$ cat src/rtl/spi_txq_pkg.sv
package spi_txq_pkg;
  localparam logic [7:0] ADDR_TXDATA = 8'h1C;
  localparam logic [7:0] ADDR_WMARK  = 8'h28;
  localparam int unsigned WM_RESET   = 1;

  // occupancy arithmetic: one in, one out, both, or neither
  function automatic int unsigned next_level(input int unsigned cur,
                                             input logic up, input logic dn);
    case ({up, dn})
      2'b10:   return cur + 1;
      2'b01:   return cur - 1;
      default: return cur;
    endcase
  endfunction
endpackage

$ cat src/rtl/spi_txq_store.sv
module spi_txq_store #(
  parameter int DEPTH = 16,
  localparam int AW = $clog2(DEPTH)
) (
  input  logic          clk,
  input  logic          rst_n,
  input  logic          flush,
  input  logic          push_ok,
  input  logic          pop_ok,
  input  logic [7:0]    wdata,
  output logic [7:0]    rdata,
  output logic [AW-1:0] wr_ptr,
  output logic [AW-1:0] rd_ptr
);
  logic [7:0] mem [DEPTH];

  always_ff @(posedge clk) begin
    if (push_ok) mem[wr_ptr] <= wdata;
  end

  always_ff @(posedge clk or negedge rst_n) begin
    if (!rst_n) begin
      wr_ptr <= '0;
      rd_ptr <= '0;
    end else if (flush) begin
      wr_ptr <= '0;
      rd_ptr <= '0;
    end else begin
      if (push_ok) wr_ptr <= wr_ptr + 1'b1;
      if (pop_ok)  rd_ptr <= rd_ptr + 1'b1;
    end
  end

  assign rdata = mem[rd_ptr];

  // flush returns both pointers home
  p_flush_ptrs_r9: assert property (@(posedge clk) disable iff (!rst_n)
    flush |=> (wr_ptr == '0 && rd_ptr == '0));
endmodule

$ cat src/rtl/spi_txq_count.sv
module spi_txq_count
  import spi_txq_pkg::*;
#(
  parameter int DEPTH = 16,
  localparam int LW = $clog2(DEPTH) + 1
) (
  input  logic          clk,
  input  logic          rst_n,
  input  logic          flush,
  input  logic          push_req,
  input  logic          pop_req,
  output logic          push_ok,
  output logic          pop_ok,
  output logic          full,
  output logic          empty,
  output logic [LW-1:0] level
);
  assign full    = (level == LW'(DEPTH));
  assign empty   = (level == '0);
  assign push_ok = push_req && !full && !flush;
  assign pop_ok  = pop_req && !empty && !flush;

  always_ff @(posedge clk or negedge rst_n) begin
    if (!rst_n)     level <= '0;
    else if (flush) level <= '0;
    else            level <= LW'(next_level(int'(level), push_ok, pop_ok));
  end

  p_no_overflow_r6: assert property (@(posedge clk) disable iff (!rst_n)
    (full && push_req && !pop_req) |=> full);
  p_pop_empty_r7: assert property (@(posedge clk) disable iff (!rst_n)
    (empty && pop_req && !push_req) |=> empty);
  p_both_hold_r8: assert property (@(posedge clk) disable iff (!rst_n)
    (push_ok && pop_ok) |=> $stable(level));
  p_flush_level_r9: assert property (@(posedge clk) disable iff (!rst_n)
    flush |=> (level == '0));
endmodule

$ cat src/rtl/spi_txq_wmark.sv
module spi_txq_wmark
  import spi_txq_pkg::*;
#(
  parameter int DEPTH = 16,
  localparam int AW = $clog2(DEPTH)
) (
  input  logic          clk,
  input  logic          rst_n,
  input  logic          we,
  input  logic [31:0]   wdata,
  output logic [AW-1:0] wm
);
  // keep only the bits an index needs; the rest is discarded
  function automatic logic [AW-1:0] trunc(input logic [31:0] d);
    return d[AW-1:0];
  endfunction

  always_ff @(posedge clk or negedge rst_n) begin
    if (!rst_n)  wm <= AW'(WM_RESET);
    else if (we) wm <= trunc(wdata);
  end

  p_wm_hold_r3: assert property (@(posedge clk) disable iff (!rst_n)
    !we |=> $stable(wm));
endmodule

$ cat src/rtl/spi_txq.sv
module spi_txq
  import spi_txq_pkg::*;
#(
  parameter int DEPTH = 16,
  localparam int AW = $clog2(DEPTH),
  localparam int LW = AW + 1
) (
  input  logic          clk,
  input  logic          rst_n,
  input  logic          enable,
  input  logic          bus_we,
  input  logic [7:0]    bus_addr,
  input  logic [31:0]   bus_wdata,
  output logic [31:0]   bus_rdata,
  input  logic          eng_pop,
  output logic [7:0]    eng_data,
  output logic          tx_empty,
  output logic          tx_full,
  output logic          tx_below_wm,
  output logic [LW-1:0] tx_level
);
  // named internal events
  logic          flush, push_req, push_ok, pop_ok, wm_we;
  logic [AW-1:0] wr_ptr, rd_ptr, wm;

  assign flush    = !enable;
  assign push_req = bus_we && (bus_addr == ADDR_TXDATA);
  assign wm_we    = bus_we && (bus_addr == ADDR_WMARK);

  spi_txq_count #(.DEPTH(DEPTH)) u_count (
    .clk(clk), .rst_n(rst_n), .flush(flush), .push_req(push_req),
    .pop_req(eng_pop), .push_ok(push_ok), .pop_ok(pop_ok),
    .full(tx_full), .empty(tx_empty), .level(tx_level));

  spi_txq_store #(.DEPTH(DEPTH)) u_store (
    .clk(clk), .rst_n(rst_n), .flush(flush), .push_ok(push_ok),
    .pop_ok(pop_ok), .wdata(bus_wdata[7:0]), .rdata(eng_data),
    .wr_ptr(wr_ptr), .rd_ptr(rd_ptr));

  spi_txq_wmark #(.DEPTH(DEPTH)) u_wmark (
    .clk(clk), .rst_n(rst_n), .we(wm_we), .wdata(bus_wdata), .wm(wm));

  assign tx_below_wm = tx_level < {1'b0, wm};
  assign bus_rdata   = (bus_addr == ADDR_WMARK) ? 32'(wm) : 32'd0;

  // pointers coincide whenever the counter says empty
  p_empty_ptrs_r2: assert property (@(posedge clk) disable iff (!rst_n)
    tx_empty |-> (wr_ptr == rd_ptr));
  // a rejected write does not move the write pointer
  p_full_ptr_r6: assert property (@(posedge clk) disable iff (!rst_n)
    (tx_full && push_req) |=> $stable(wr_ptr));
  // other addresses never advance the write pointer
  p_other_addr_r10: assert property (@(posedge clk) disable iff (!rst_n)
    (!push_req && enable) |=> $stable(wr_ptr));
endmodule

$ cat config.mk
export PLATFORM = sky130hd
export DESIGN_NAME = spi_txq
export DESIGN_NICKNAME = d
export VERILOG_FILES = /design/src/rtl/spi_txq_pkg.sv /design/src/rtl/spi_txq_store.sv /design/src/rtl/spi_txq_count.sv /design/src/rtl/spi_txq_wmark.sv /design/src/rtl/spi_txq.sv
export SDC_FILE = /design/constraint.sdc
export NUM_CORES = 1
export LEC_CHECK = 0
export ABC_CLOCK_PERIOD_IN_PS = 3440
export CAP_MARGIN = 30
export CORE_ASPECT_RATIO = 1.2
export CORE_MARGIN = 3
export CORE_UTILIZATION = 63
export DETAILED_ROUTE_END_ITERATION = 8
export DONT_BUFFER_PORTS = 1
export GPL_ROUTABILITY_DRIVEN = 0
export PLACE_DENSITY = 0.79
export SLEW_MARGIN = 20
export SYNTH_ARGS = -nofsm -noshare
export SYNTH_HDL_FRONTEND = slang
export SYNTH_SLANG_ARGS = --single-unit
$ cat constraint.sdc
create_clock -name clk -period 3.44 [get_ports clk]
set_input_delay 0.516 -clock clk [delete_from_list [all_inputs] [get_ports clk]]
set_output_delay 0.516 -clock clk [all_outputs]
set_load 0.02 [all_outputs]
# ---- Word-level counts from Yosys, hierarchy flattened
# Memory sizes are Yosys's and may differ from the RTL's.
# Cells that the tools add are included.
dict set report totals {
  reg_bits 17
  ram_bits 128
  input_bits 45
  out_inout_bits 48
  word_cells 36
  memories 1
}
dict set report op_classes {
  n_addsub 4
  n_lt_le_gt_ge 1
  n_eq_ne 8
  n_mux 9
  reduce_logical 9
}
# memory depth width rd rd_ports_with_merged_regs write_ports line_no
set mem_list {}
lappend mem_list {u_store.mem 16 8 1 0 1 spi_txq_store.sv:15} ;# logic [7:0] mem [DEPTH];
# operator n
set op_table {}
lappend op_table {{$mux W4} 5}
lappend op_table {{$pmux W5 S2} 1}
lappend op_table {{$add A4 B1 Y4 const B} 2}
lappend op_table {{$eq A8 B5 Y1 const B} 1}
lappend op_table {{$eq A8 B6 Y1 const B} 1}
lappend op_table {{$logic_and A1 B1 Y1} 6}
lappend op_table {{$add A5 B1 Y5 const B} 1}
lappend op_table {{$eq A5 B5 Y1 const B} 1}
lappend op_table {{$logic_not A5 Y1} 1}
lappend op_table {{$lt A5 B4 Y1} 1}
lappend op_table {{$mux W5} 1}
lappend op_table {{$sub A5 B1 Y5 const B} 1}
lappend op_table {{$ne A2 B1 Y1 const B} 2}
lappend op_table {{$ne A3 B1 Y1 const B} 1}
lappend op_table {{$eq A2 B1 Y1 const B} 1}
lappend op_table {{$eq A2 B2 Y1 const B} 1}
lappend op_table {{$logic_not A1 Y1} 2}
lappend op_table {{$mux W1} 2}

# ---- Logic depth before layout (Yosys ltp)
dict set report logic_depth {
  ltp_word 7
  mapped_depth 12
  ltp_nobuf 11
}

# ---- Cells and area by module
# A second synthesis with hierarchy kept.
dict set report hier_totals {
  hier_cells 366
  area_unflattened_um2 6427.4
}
# mod n_inst cells_per_inst area_per_inst_um2 seq_area_each_um2
set modules_own_cells {}
lappend modules_own_cells {spi_txq_store 1 258 5432.7 4043.9}
lappend modules_own_cells {spi_txq_count 1 47 449.2 125.1}
lappend modules_own_cells {spi_txq 1 53 399.1 0.0}
lappend modules_own_cells {spi_txq_wmark 1 8 146.4 101.3}

# ---- Worst setup path after synthesis
# Ideal clock, no wire load.
dict set report synth_timing {
  path_kind {input -> register}
  start {input bus_addr[0]}
  end {register u_count.level[4]}
  arrival_time_ns 2.948
  t_required_ns 3.361
  path_slack_ns 0.413
  cell_stages 12
  path_cell_list {or4b_4 a2111oi_4 buf_6 nor2_1 nand2_1 inv_1 ha_1 nor2b_1 o21a_1 o211ai_1 a21boi_1 mux2i_1}
}
dict set report synth_via {
  elab_chain_len 7
  word_cells_on_any_way 9
}
# item line_no
set synth_rtl {}
lappend synth_rtl {{from (decl)} spi_txq.sv:12} ;# input logic [7:0] bus_addr,
lappend synth_rtl {{$eq A8 B5 Y1 *} spi_txq.sv:27} ;# assign push_req = bus_we && (bus_addr == ADDR_TXDATA);
lappend synth_rtl {{$logic_and A1 B1 Y1 *} spi_txq.sv:27}
lappend synth_rtl {{$logic_and A1 B1 Y1 * (2 in a row)} spi_txq_count.sv:20} ;# assign push_ok = push_req && !full && !flush;
lappend synth_rtl {{$eq A2 B1 Y1 or $eq A2 B2 Y1 (tied branches)} spi_txq_pkg.sv:9} ;# case ({up, dn})
lappend synth_rtl {{$pmux W5 S2} spi_txq_pkg.sv:9}
lappend synth_rtl {{$mux W5} spi_txq_count.sv:25} ;# else if (flush) level <= '0;
lappend synth_rtl {{to (signal assigned)} spi_txq_count.sv:26} ;# else level <= LW'(next_level(int'(level), push_ok, pop_ok));
lappend synth_rtl {{to (decl)} spi_txq_count.sv:16} ;# output logic [LW-1:0] level
# Mark *: on every way between the ends. The rest lies on a longest branch, timed or not.
# A chain may end at the register's enable or synchronous reset.

# ---- Worst setup path in the final report
dict set report layout_timing {
  start {register u_store.rd_ptr[0]}
  end {output eng_data[6]}
}
dict set report layout_via {
  elab_chain_len 1
}
# item line_no
set layout_rtl {}
lappend layout_rtl {{from (decl)} spi_txq_store.sv:13} ;# output logic [AW-1:0] rd_ptr
lappend layout_rtl {{from (signal assigned)} spi_txq_store.sv:30} ;# if (pop_ok) rd_ptr <= rd_ptr + 1'b1;
lappend layout_rtl {{$mem_v2 Z16 W8} --}
lappend layout_rtl {{to (decl)} spi_txq.sv:16} ;# output logic [7:0] eng_data,
# Every way passes these cells.

==> flow_summary.json <==
{
  "mostFrequentLayoutCells": "edfxtp_1, conb_1, mux2i_1, nand2_1, nor2_1",
  "layout_commonest_cell": "edfxtp_1",
  "cts_sinks": 145,
  "crit_start": "u_store.rd_ptr[0]$_DFFE_PN0P_",
  "slew_headroom": 0.4575,
  "start_util": 0.6545,
  "antenna_found_initial": 0,
  "avgSynthCellArea_sq_um": 15.69,
  "ys_ff_latch": 145,
  "root_buffer": "clkbuf_16",
  "drive_gt1_frac": 0.1872,
  "boundaryPins": 93,
  "synth.cell_area_sq_um": 6324,
  "cap_viol_max_count": 0,
  "drc_errors": 0,
  "crit_type": "flop to primary output",
  "ys_warn_count": 0,
  "overflow": 0,
  "insertedDiodeCount": 0,
  "worstSetupEndpointType": "primary output",
  "post-route-util": 0.7382,
  "synth-edff-count": 128,
  "cts_repair_resize_count": 0,
  "skew_ps": 12.37,
  "die-area_sq_um": 11280,
  "track_usage": 0.2468,
  "hold_viol": 0,
  "die_w_microns": 97.46,
  "routed_wl_microns": 12830,
  "grt_pass1_vias": 3495,
  "yosysUniqueCellTypes": 42,
  "drtIter0Drc": 249,
  "r2r-start": "u_count.level[1]$_DFFE_PN0P_",
  "clockBufferDepth": 2,
  "worst_slew_pin_slew_ps": 811.0,
  "hpwl_microns": 7924,
  "power_density_nw_per_um2": 678.9,
  "clk_pin_slew_ps": 70,
  "cts_made_buffers": 17,
  "p_leak_uw": 0.002484,
  "cts_setup_buffers": 0,
  "fin_crit_ps": 2975,
  "hold_start": "bus_wdata[6]",
  "via_count": 3383,
  "cts_htree_levels": 4,
  "min-delay-path-class": "primary input to flop",
  "synthToLayoutAreaGrowth_pct": 12.78,
  "nNetsFinal": 483,
  "critical_path_arrival_ps": 2460,
  "period_share": 0.8649,
  "die_y_microns": 115.8,
  "setup_viol": 0,
  "slew_violations": 0,
  "status": "completed",
  "insertion_delay_ps": 420,
  "finalSetupTns_ps": 0,
  "drtPass1Iterations": 4,
  "ant_nets": 0,
  "worstPathRequired_ps": 2920,
  "rsz0062_at_grt": "false",
  "cts_tree": "built",
  "multi_input_area_sq_um": 1843,
  "synth-seq-area-share": 0.6753,
  "synth_cells": 403,
  "ys_dominant_reg_cell": "edfxtp_1",
  "timing.critical_path.fanout_max": 19,
  "fmax_mhz": 336.1,
  "grt_max_degree": 27,
  "peakVddDrop_mv": 0.5232,
  "core_sq_um": 9662,
  "cp-start-kind": "flop",
  "async_flop_share": 0.1172,
  "final-seq-area_sq_um": 4272,
  "grt_pass1_wl_microns": 20110,
  "portBuffers": 0,
  "rows": 39,
  "wl_per_cell_microns": 22.87,
  "via_per_inst": 6.030,
  "nFillCells": 576
}
## flip-flops by register name (all words and copies together) (netlist names)
name,cells
u_store.wr_ptr,4
u_count.level,5
u_wmark.wm,4
u_store.rd_ptr,4
u_store.mem,128
## power breakdown
part	switching [uW]	internal, uW	total, uW
clock network	701	1360	2060
logic	410	330	740
registers	99.5	1940	2040
## worst max-delay path, cell delays in order (launching register included)
cell	delay [ps]
dfrtp_2	670
buf_4	290
mux2i_1	110
a221oi_1	540
o21ai_0	180
nand2_1	230
## path summary, 6_finish.rpt
kind                                            endpoint  slack [ps]  cells past startpoint
max                                          eng_data[6]         460                      5
min                         u_store.mem[15][6]$_DFFE_PP_         190                      0
max reg2reg                 u_count.level[4]$_DFFE_PN0P_         490                     11
min reg2reg                    u_wmark.wm[2]$_DFFE_PN0P_         540                      1
max in group asynchronous  u_store.rd_ptr[0]$_DFFE_PN0P_        2240                      1
min in group asynchronous   u_count.level[0]$_DFFE_PN0P_         640                      1
## per-stage QoR
step	setup slack (ps)	cells	hold slack, ps	total power [uW]	cell area, sq um
after floorplan	412.5	430	220.4	2680	6425
after global placement	447.9	529	220.8	2795	6461
after detailed placement	432.5	529	220.7	2813	6461
after CTS	445.2	561	178.9	4866	7132
after global routing	240.5	561	167.0	5011	7132
final	464.6	561	190.8	4842	7132
## layer usage
metal	global-route usage	vias up	share of wire
met4	0.1117	0	0.019
met3	0.06984	19	0.065
li1	-	1524	-
met1	0.3095	1692	0.40
met2	0.4070	148	0.52
met5	0	-	0
## final cells by class
| cell class | instances | area share |
|---|---|---|
| Clock buffer | 18 | 0.06018 |
| Clock inverter | 13 | 0.03246 |
| Inverter | 8 | 0.004211 |
| Multi-Input combinational cell | 233 | 0.2584 |
| Sequential cell | 145 | 0.5989 |
| Tap cell | 123 | 0.02158 |
| Timing Repair Buffer | 21 | 0.02421 |
## Yosys cell counts, drive strengths merged (10+ instances only)
master	number	share of area
a21oi	10	0.0079
nor2	20	0.012
and2	13	0.013
mux4	16	0.057
edfxtp	128	0.61
clkbuf	10	0.0059
mux2	12	0.021
mux2i	25	0.040
ha	11	0.022
xnor2	10	0.014
buf	34	0.039
nand2	22	0.013
dfrtp	16	0.063
o21ai	20	0.016
## timing repair
action / in CTS / in global routing
hold endpoints to repair: 17 / 0
endpoints found under the setup margin: 0 / 0
hold buffers: 1 / 0
## cells by family after synthesis
group | share of synthesized area
flip-flops | 0.6753
AND/OR/NAND/NOR | 0.05837
AO/OA/AOI/OAI | 0.05976
multiplexers | 0.1179
buffers and inverters | 0.04927
adder cells (fa/ha/maj) | 0.02493
XOR/XNOR | 0.01385
other | 0.0005930
No activity file was read; power rests on OpenSTA's default activity.
